<file path="src/rtl/sio_irq_pkg.sv">
package sio_irq_pkg;

  typedef enum logic [1:0] {
    PT_NONE = 2'd0,
    PT_BYTE = 2'd1,
    PT_ACK  = 2'd2,
    PT_ADDR = 2'd3
  } irq_point_e;

  // Legal-setting table; PT_NONE marks a prohibited combination.
  function automatic irq_point_e decode_point(input logic i2c, input logic busy,
                                              input logic wake, input logic whi,
                                              input logic wlo, input logic ack);
    irq_point_e pt;
    pt = PT_NONE;
    if (!i2c) begin
      if (!busy && !wake && !whi && !wlo && !ack) pt = PT_BYTE;
    end else if (!busy) begin
      if (!wake && whi && !ack) pt = wlo ? PT_ACK : PT_BYTE;
    end else if (!wake) begin
      if (whi && !wlo && !ack) pt = PT_BYTE;
      else if (whi && wlo) pt = PT_ACK;
    end else begin
      if (whi && wlo && ack) pt = PT_ADDR;
    end
    return pt;
  endfunction

  function automatic logic wants_auto_ack(input irq_point_e pt, input logic ack);
    return ack && (pt == PT_ACK || pt == PT_ADDR);
  endfunction

endpackage

</file>
<file path="src/rtl/sio_cfg_decode.sv">
module sio_cfg_decode
  import sio_irq_pkg::*;
(
  input  logic       bus_i2c,
  input  logic       busy_en,
  input  logic       wake_en,
  input  logic       wait_hi,
  input  logic       wait_lo,
  input  logic       ack_en,
  output irq_point_e point,
  output logic       illegal,
  output logic       auto_ack
);
  always_comb begin
    point    = decode_point(bus_i2c, busy_en, wake_en, wait_hi, wait_lo, ack_en);
    illegal  = (point == PT_NONE);
    auto_ack = wants_auto_ack(point, ack_en);
  end
endmodule

</file>
<file path="src/rtl/sio_edge_counter.sv">
module sio_edge_counter #(
  parameter int BYTE_BITS = 8
) (
  input  logic clk,
  input  logic rst_n,
  input  logic start,
  input  logic edge_stb,
  input  logic freeze,
  output logic [$clog2(BYTE_BITS+2)-1:0] count,
  output logic reach_byte,
  output logic reach_ack
);
  localparam int CNT_W    = $clog2(BYTE_BITS + 2);
  localparam int ACK_SLOT = BYTE_BITS + 1;

  logic [CNT_W-1:0] cnt_q;
  logic             hold;
  logic             step;

  assign hold       = freeze || (cnt_q == CNT_W'(ACK_SLOT));
  assign step       = edge_stb && !start && !hold;
  assign reach_byte = step && (cnt_q == CNT_W'(BYTE_BITS - 1));
  assign reach_ack  = step && (cnt_q == CNT_W'(BYTE_BITS));
  assign count      = cnt_q;

  always_ff @(posedge clk or negedge rst_n) begin
    if (!rst_n)     cnt_q <= '0;
    else if (start) cnt_q <= '0;
    else if (step)  cnt_q <= cnt_q + 1'b1;
  end

  assert_start_clears_R9: assert property (@(posedge clk) disable iff (!rst_n)
    start |=> (count == '0));

  assert_count_bound_R8: assert property (@(posedge clk) disable iff (!rst_n)
    count <= CNT_W'(ACK_SLOT));
endmodule

</file>
<file path="src/rtl/sio_addr_match.sv">
module sio_addr_match #(
  parameter int ADDR_W = 8
) (
  input  logic              clk,
  input  logic              rst_n,
  input  logic              clear,
  input  logic              latch,
  input  logic [ADDR_W-1:0] rx_byte,
  input  logic [ADDR_W-1:0] slave_addr,
  output logic              hit
);
  logic hit_q;

  always_ff @(posedge clk or negedge rst_n) begin
    if (!rst_n)     hit_q <= 1'b0;
    else if (clear) hit_q <= 1'b0;
    else if (latch) hit_q <= (rx_byte == slave_addr);
  end

  assign hit = hit_q;

  assert_hit_needs_latch_R5: assert property (@(posedge clk) disable iff (!rst_n)
    $rose(hit) |-> $past(latch));
endmodule

</file>
<file path="src/rtl/sio_irq_timer.sv">
module sio_irq_timer
  import sio_irq_pkg::*;
#(
  parameter int BYTE_BITS = 8
) (
  input  logic                 clk,
  input  logic                 rst_n,
  input  logic                 sclk_rise,
  input  logic                 xfer_start,
  input  logic                 stop_det,
  input  logic                 bus_i2c,
  input  logic                 busy_en,
  input  logic                 wake_en,
  input  logic                 wait_hi,
  input  logic                 wait_lo,
  input  logic                 ack_en,
  input  logic [BYTE_BITS-1:0] rx_byte,
  input  logic [BYTE_BITS-1:0] slave_addr,
  output logic                 irq,
  output logic                 ack_drive,
  output logic                 cfg_illegal
);
  localparam int CNT_W = $clog2(BYTE_BITS + 2);

  irq_point_e       point;
  logic             illegal;
  logic             auto_ack;
  logic [CNT_W-1:0] count;
  logic             reach_byte;
  logic             reach_ack;
  logic             match_hit;
  logic             done_q;
  logic             irq_q;
  logic             fire_byte;
  logic             fire_ack;
  logic             fire_addr;
  logic             fire;

  sio_cfg_decode u_dec (
    .bus_i2c (bus_i2c),
    .busy_en (busy_en),
    .wake_en (wake_en),
    .wait_hi (wait_hi),
    .wait_lo (wait_lo),
    .ack_en  (ack_en),
    .point   (point),
    .illegal (illegal),
    .auto_ack(auto_ack)
  );

  sio_edge_counter #(.BYTE_BITS(BYTE_BITS)) u_cnt (
    .clk       (clk),
    .rst_n     (rst_n),
    .start     (xfer_start),
    .edge_stb  (sclk_rise),
    .freeze    (done_q),
    .count     (count),
    .reach_byte(reach_byte),
    .reach_ack (reach_ack)
  );

  sio_addr_match #(.ADDR_W(BYTE_BITS)) u_match (
    .clk       (clk),
    .rst_n     (rst_n),
    .clear     (xfer_start || fire_addr),
    .latch     (reach_byte),
    .rx_byte   (rx_byte),
    .slave_addr(slave_addr),
    .hit       (match_hit)
  );

  // Named qualifying events, one per interrupt point.
  assign fire_byte = (point == PT_BYTE) && reach_byte;
  assign fire_ack  = (point == PT_ACK)  && reach_ack;
  assign fire_addr = (point == PT_ADDR) && stop_det && match_hit && !done_q && !xfer_start;
  assign fire      = !illegal && (fire_byte || fire_ack || fire_addr);

  always_ff @(posedge clk or negedge rst_n) begin
    if (!rst_n) begin
      done_q <= 1'b0;
      irq_q  <= 1'b0;
    end else begin
      irq_q <= fire;
      if (xfer_start) done_q <= 1'b0;
      else if (fire)  done_q <= 1'b1;
    end
  end

  assign irq         = irq_q;
  assign cfg_illegal = illegal;
  assign ack_drive   = auto_ack && !illegal && !done_q && (count == CNT_W'(BYTE_BITS));

  assert_one_cycle_irq_R8: assert property (@(posedge clk) disable iff (!rst_n)
    irq |=> !irq);

  assert_illegal_quiet_R7: assert property (@(posedge clk) disable iff (!rst_n)
    cfg_illegal |=> !irq);

  assert_ack_needs_enable_R4: assert property (@(posedge clk) disable iff (!rst_n)
    ack_drive |-> (ack_en && !cfg_illegal));

  assert_addr_irq_on_stop_R5: assert property (@(posedge clk) disable iff (!rst_n)
    (irq && $past(point == PT_ADDR)) |-> $past(stop_det));
endmodule

</file>
<file path="config.mk">
export PLATFORM = sky130hd
export DESIGN_NAME = sio_irq_timer
export DESIGN_NICKNAME = d
export VERILOG_FILES = /design/src/rtl/sio_irq_pkg.sv /design/src/rtl/sio_cfg_decode.sv /design/src/rtl/sio_edge_counter.sv /design/src/rtl/sio_addr_match.sv /design/src/rtl/sio_irq_timer.sv
export SDC_FILE = /design/constraint.sdc
export NUM_CORES = 1
export LEC_CHECK = 0
export ABC_AREA = 1
export BUFFER_PORTS_ARGS = -buffer_cell sky130_fd_sc_hd__buf_2
export CELL_PAD_IN_SITES_DETAIL_PLACEMENT = 0
export CELL_PAD_IN_SITES_GLOBAL_PLACEMENT = 1
export CORE_UTILIZATION = 31
export CTS_CLUSTER_SIZE = 14
export DETAILED_ROUTE_END_ITERATION = 7
export GPL_TIMING_DRIVEN = 0
export PLACE_DENSITY_LB_ADDON = 0.05
export SLEW_MARGIN = 20
export SYNTH_ARGS = -nofsm -noshare
export SYNTH_HDL_FRONTEND = slang
export SYNTH_SLANG_ARGS = --single-unit
</file>
<file path="constraint.sdc">
create_clock -name clk -period 1.45 [get_ports clk]
set_input_delay 0.2175 -clock clk [delete_from_list [all_inputs] [get_ports clk]]
set_output_delay 0.2175 -clock clk [all_outputs]
set_load 0.02 [all_outputs]
</file>
# ---- After elaboration in Yosys (flattened, before gate mapping)
# Cells that the tools add are included.
dict set report totals {
  reg_bits 7
  in_bits 27
  output_inout_bits 3
  wordCells 70
}
dict set report op_classes {
  add_sub_neg 1
  n_eq_ne 7
  mux 15
  reduce_logical 43
}
# cell count
set op_table {}
lappend op_table {{$logic_and A1 B1 Y1} 25}
lappend op_table {{$mux W2} 8}
lappend op_table {{$logic_not A1 Y1} 9}
lappend op_table {{$eq A4 B4 Y1 const B} 2}
lappend op_table {{$eq A8 B8 Y1} 1}
lappend op_table {{$mux W4} 2}
lappend op_table {{$reduce_bool A2 Y1} 3}
lappend op_table {{$logic_or A1 B1 Y1} 5}
lappend op_table {{$mux W1} 5}
lappend op_table {{$add A4 B1 Y4 const B} 1}
lappend op_table {{$eq A2 B2 Y1 const B} 2}
lappend op_table {{$eq A4 B3 Y1 const B} 1}
lappend op_table {{$eq A2 B1 Y1 const B} 1}
lappend op_table {{$logic_not A2 Y1} 1}

# ---- Longest topological paths before layout
dict set report logic_depth {
  depth_word 16
  mapped_depth 10
  ltp_nobuf 10
}

# ---- By module
# A second synthesis with hierarchy kept.
dict set report hier_totals {
  hier_cells 114
  area_unflattened_um2 734.5
}
# mod instances cells_each area_each_um2 seq_area_each_um2
set by_module_without_submodules {}
lappend by_module_without_submodules {sio_edge_counter 1 39 304.0 100.1}
lappend by_module_without_submodules {sio_addr_match 1 30 167.7 25.0}
lappend by_module_without_submodules {sio_irq_timer 1 25 165.2 50.0}
lappend by_module_without_submodules {sio_cfg_decode 1 20 97.6 0.0}

# ---- Least setup slack after synthesis
# Ideal clock, no wire load.
dict set report synth_timing {
  path_kind {register to output}
  start {register u_cnt.cnt_q[0] (netlist: u_cnt.count[0])}
  end {output ack_drive}
  arrival_time_ps 1392
  required_ps 1233
  path_slack_ps -160
  stages_incl_launch_ff 5
  path_buffers 0
  cell_sequence {dfrtp_1 inv_1 ha_1 nand3_1 nor4_1}
}
dict set report synth_between {
  elab_chain_len 2
}
# element line_no
set synth_rtl {}
lappend synth_rtl {{start, declared} sio_edge_counter.sv:16} ;# logic [CNT_W-1:0] cnt_q;
lappend synth_rtl {{start signal, assigned} sio_edge_counter.sv:29} ;# else if (step) cnt_q <= cnt_q + 1'b1;
lappend synth_rtl {{$eq A4 B4 Y1} sio_irq_timer.sv:91} ;# assign ack_drive = auto_ack && !illegal && !done_q && (count == CNT_W'(BYTE_BITS));
lappend synth_rtl {{$logic_and A1 B1 Y1} sio_irq_timer.sv:91}
lappend synth_rtl {{end, declared} sio_irq_timer.sv:20} ;# output logic ack_drive,
# No other way between the ends.

# ---- Final worst setup path
dict set report layout_timing {
  start {register u_cnt.cnt_q[1] (netlist: u_cnt.count[1])}
  end {output ack_drive}
}
# The elaborated chain is that of the path after synthesis.

==> flow_summary.toml <==
[floorplan]
initial_core_util_pct = 32.7
die_w_um = 50.1
core_area_um2 = 2190
die_area_um2 = 2510
die_h_um = 50.1
ios = 30
rows = 17

[global_route]
grt_antenna_before_repair = 0
gr-usage-all-layers_pct = 13.9
grt_remaining_overflow = 0
grt_pass1_vias = 663
grt_pass1_wl_um = 2640
grt_max_degree = 9

[synth]
synthCells = 104
synth_top_area_share_pct = 24.5
avgSynthCellArea_um2 = 6.88
synth_top_cell_by_area = "dfrtp_1"
synth_area_um2 = 716
netlist_top_cells_area = "dfrtp_1 (24%), inv_1 (12%), nand3_1 (8.4%)"
yosys_warnings = 0
syn_nets = 134
synth-seq-cells = 7
ys_seq_area_share_pct = 24.5
ys_types = 24

[clocking]
cts.sinks = 7
cts-root-buf = "clkbuf_4"
cts_tree = "built"
clk_pin_slew_ps = 50
clock_latency_ps = 240
htree_levels = 1
clockBufferDepth = 2
cts_buffers = 3

[timing]
fmax_mhz = 659
timing.final.crit_share_pct = 105
clock_skew_ps = 0.539
slew_headroom_pct = 82.1
worstMarginPinSlew_ps = 269
report.final.slew_viol_count = 0
grt_setup_unrepaired = "true"
final.setup.tns_ps = -67.8
fin_crit_ps = 1520
hold_viol = 0
setup_ws_ps = -67.8
setup_viol = 1

[route]
viasPerCell = 4.41
drt-wirelength-per-cell_um = 9.13
ant_nets = 0
drc = 0
totalWireLength_um = 1570
drt_iter0_drc = 10
vias = 759
drt_pass1_iterations = 3

[outcome]
violations = "setup timing"
run_status = "finished with violations"

[setup_path]
end_kind = "output pin"
crit_fanout = 2
r2r-start = "u_cnt.count[0]$_DFFE_PN0P_"
path_cells = "inv_2, ha_4, nand3_4, nor4_2, buf_4"
cp-endpoint = "ack_drive"
r2r_end = "done_q$_DFFE_PN0P_"
crit_type = "reg2out"
ff2ff_path_depth = 8
crit_arrival_ps = 1300
crit_required_ps = 1230
critPathSlowestCell = "dfrtp_1"
cp-start-kind = "register"
slowest_delay_ps = 390
ff2ff_setup_slack_ps = 10
crit_start = "u_cnt.count[1]$_DFFE_PN0P_"

[power_and_ir_drop]
p_sw_share_pct = 29.2
power_leakage_nw = 0.522
combPwrFrac_pct = 31.3
seqPwrFrac_pct = 37.6
p_clk_share_pct = 31.1
power.density_nw_per_um2 = 531
switchingPower_uw = 161
finalPower_uw = 551
p_int_uw = 390
ir_drop_v = 0.000243

[job]
max_cap_viol_count = 0

[final_layout]
multi_input_area_um2 = 507
syn_to_final_growth_pct = 44.8
ff_latch_area_um2 = 175
drive_above_1_share_pct = 43.8
layout_commonest_cell = "buf_2"
final.fill_count = 234
nets = 175
layout_common_cells = "buf_2 (28), inv_1 (20), nand2_1 (11), nand3_1 (10), nor2_1 (9)"
antennaDiodeCount = 0

[placed_design]
post-dp-hpwl_um = 1300
gp_congestion = 0.723
io_buffer_count = 29

[hold_path]
holdCritPathClass = "in2reg"
synthesized netlist by cell type (all sizes together):
cell type  count
a21oi          2
and2           1
clkinv         1
dfrtp          7
ha             3
inv           23
nand2         16
nand3         16
nand4          5
nor2          14
nor3           3
nor4           1
o211ai         2
o21ai          4
o22ai          1
or2            1
xnor2          4
layout make-up:
cell class / count / area share [%]
tap: 28 / 3.38
multi-input combinational: 73 / 48.9
clock buffer: 4 / 2.54
timing repair buffer: 36 / 19.6
sequential: 7 / 16.9
inverter: 24 / 8.70
what timing repair did:
action / 4_1_cts / 5_1_grt
setup buffers: 5 / 1
hold buffers: 1 / 0
pin swaps: 2 / 5
gates resized for setup: 7 / 5
hold endpoints to repair: 7 / 0
endpoints found under the setup margin: 1 / 4
kinds of logic (layout without fill, tap and decap cells):
| logic type | count (synthesis) | count (layout) | synth area share, % |
|---|---|---|---|
| AOI/OAI and AO/OA | 9 | 9 | 8.74 |
| xor gates and xnor gates | 4 | 4 | 4.89 |
| and+or+nand+nor | 57 | 57 | 44.1 |
| buffers and inverters | 24 | 64 | 12.6 |
| DFF | 7 | 7 | 24.5 |
| adders and majority gates | 3 | 3 | 5.25 |
per-stage QoR:
stage	std cells	worst slack, ps	area [µm²]	utilization (%)	hold WS (ps)
after floorplan	104	49.0	722	-	-78.1
after global placement	161	26.3	902	41.2	62.1
after detailed placement	161	9.97	902	41.2	63.4
after CTS	171	-135	1010	45.9	308
after global routing	172	-154	1040	47.3	310
final	172	-67.8	1040	47.3	315
worst min-delay path by stage:
stage,from,end,slack (ps),depth (start not counted)
floorplan,rst_n,done_q$_DFFE_PN0P_,-80,0
global placement,rst_n,u_cnt.count[1]$_DFFE_PN0P_,60,1
detailed placement,rst_n,u_cnt.count[3]$_DFFE_PN0P_,60,1
CTS,sclk_rise,u_cnt.count[2]$_DFFE_PN0P_,310,3
global route,sclk_rise,u_cnt.count[2]$_DFFE_PN0P_,310,3
finish,sclk_rise,u_cnt.count[2]$_DFFE_PN0P_,320,3
power by group through the flow:
stage / clock network, mW / registers [mW] / logic (mW)
5_1_grt: 0.203 / 0.207 / 0.193
6_report: 0.171 / 0.207 / 0.172
2_1_floorplan: 0 / 0.212 / 0.0736
3_5_place_dp: 0 / 0.214 / 0.135
4_1_cts: 0.181 / 0.207 / 0.169
3_3_place_gp: 0 / 0.214 / 0.131
metal layers:
metal | vias up | GRT usage [%] | wire [µm]
met3 | 2 | 0.926 | 19
li1 | 414 | - | -
met2 | 9 | 23.6 | 797
met1 | 334 | 16.4 | 726
met5 | - | 0 | 0
met4 | 0 | 10.0 | 27
flip-flops by register name (all words and copies together), names as in the netlist:
| register | cells |
|---|---|
| u_match.hit | 1 |
| irq | 1 |
| done_q | 1 |
| u_cnt.count | 4 |
worst max-delay path: cells and delay by family, from the launching register on:
kind | cells | cell delay [ps]
buf+inv | 2 | 260
flops | 1 | 390
simple gates | 2 | 270
fa+ha+maj | 1 | 130
(Power assumes the default switching activity.)
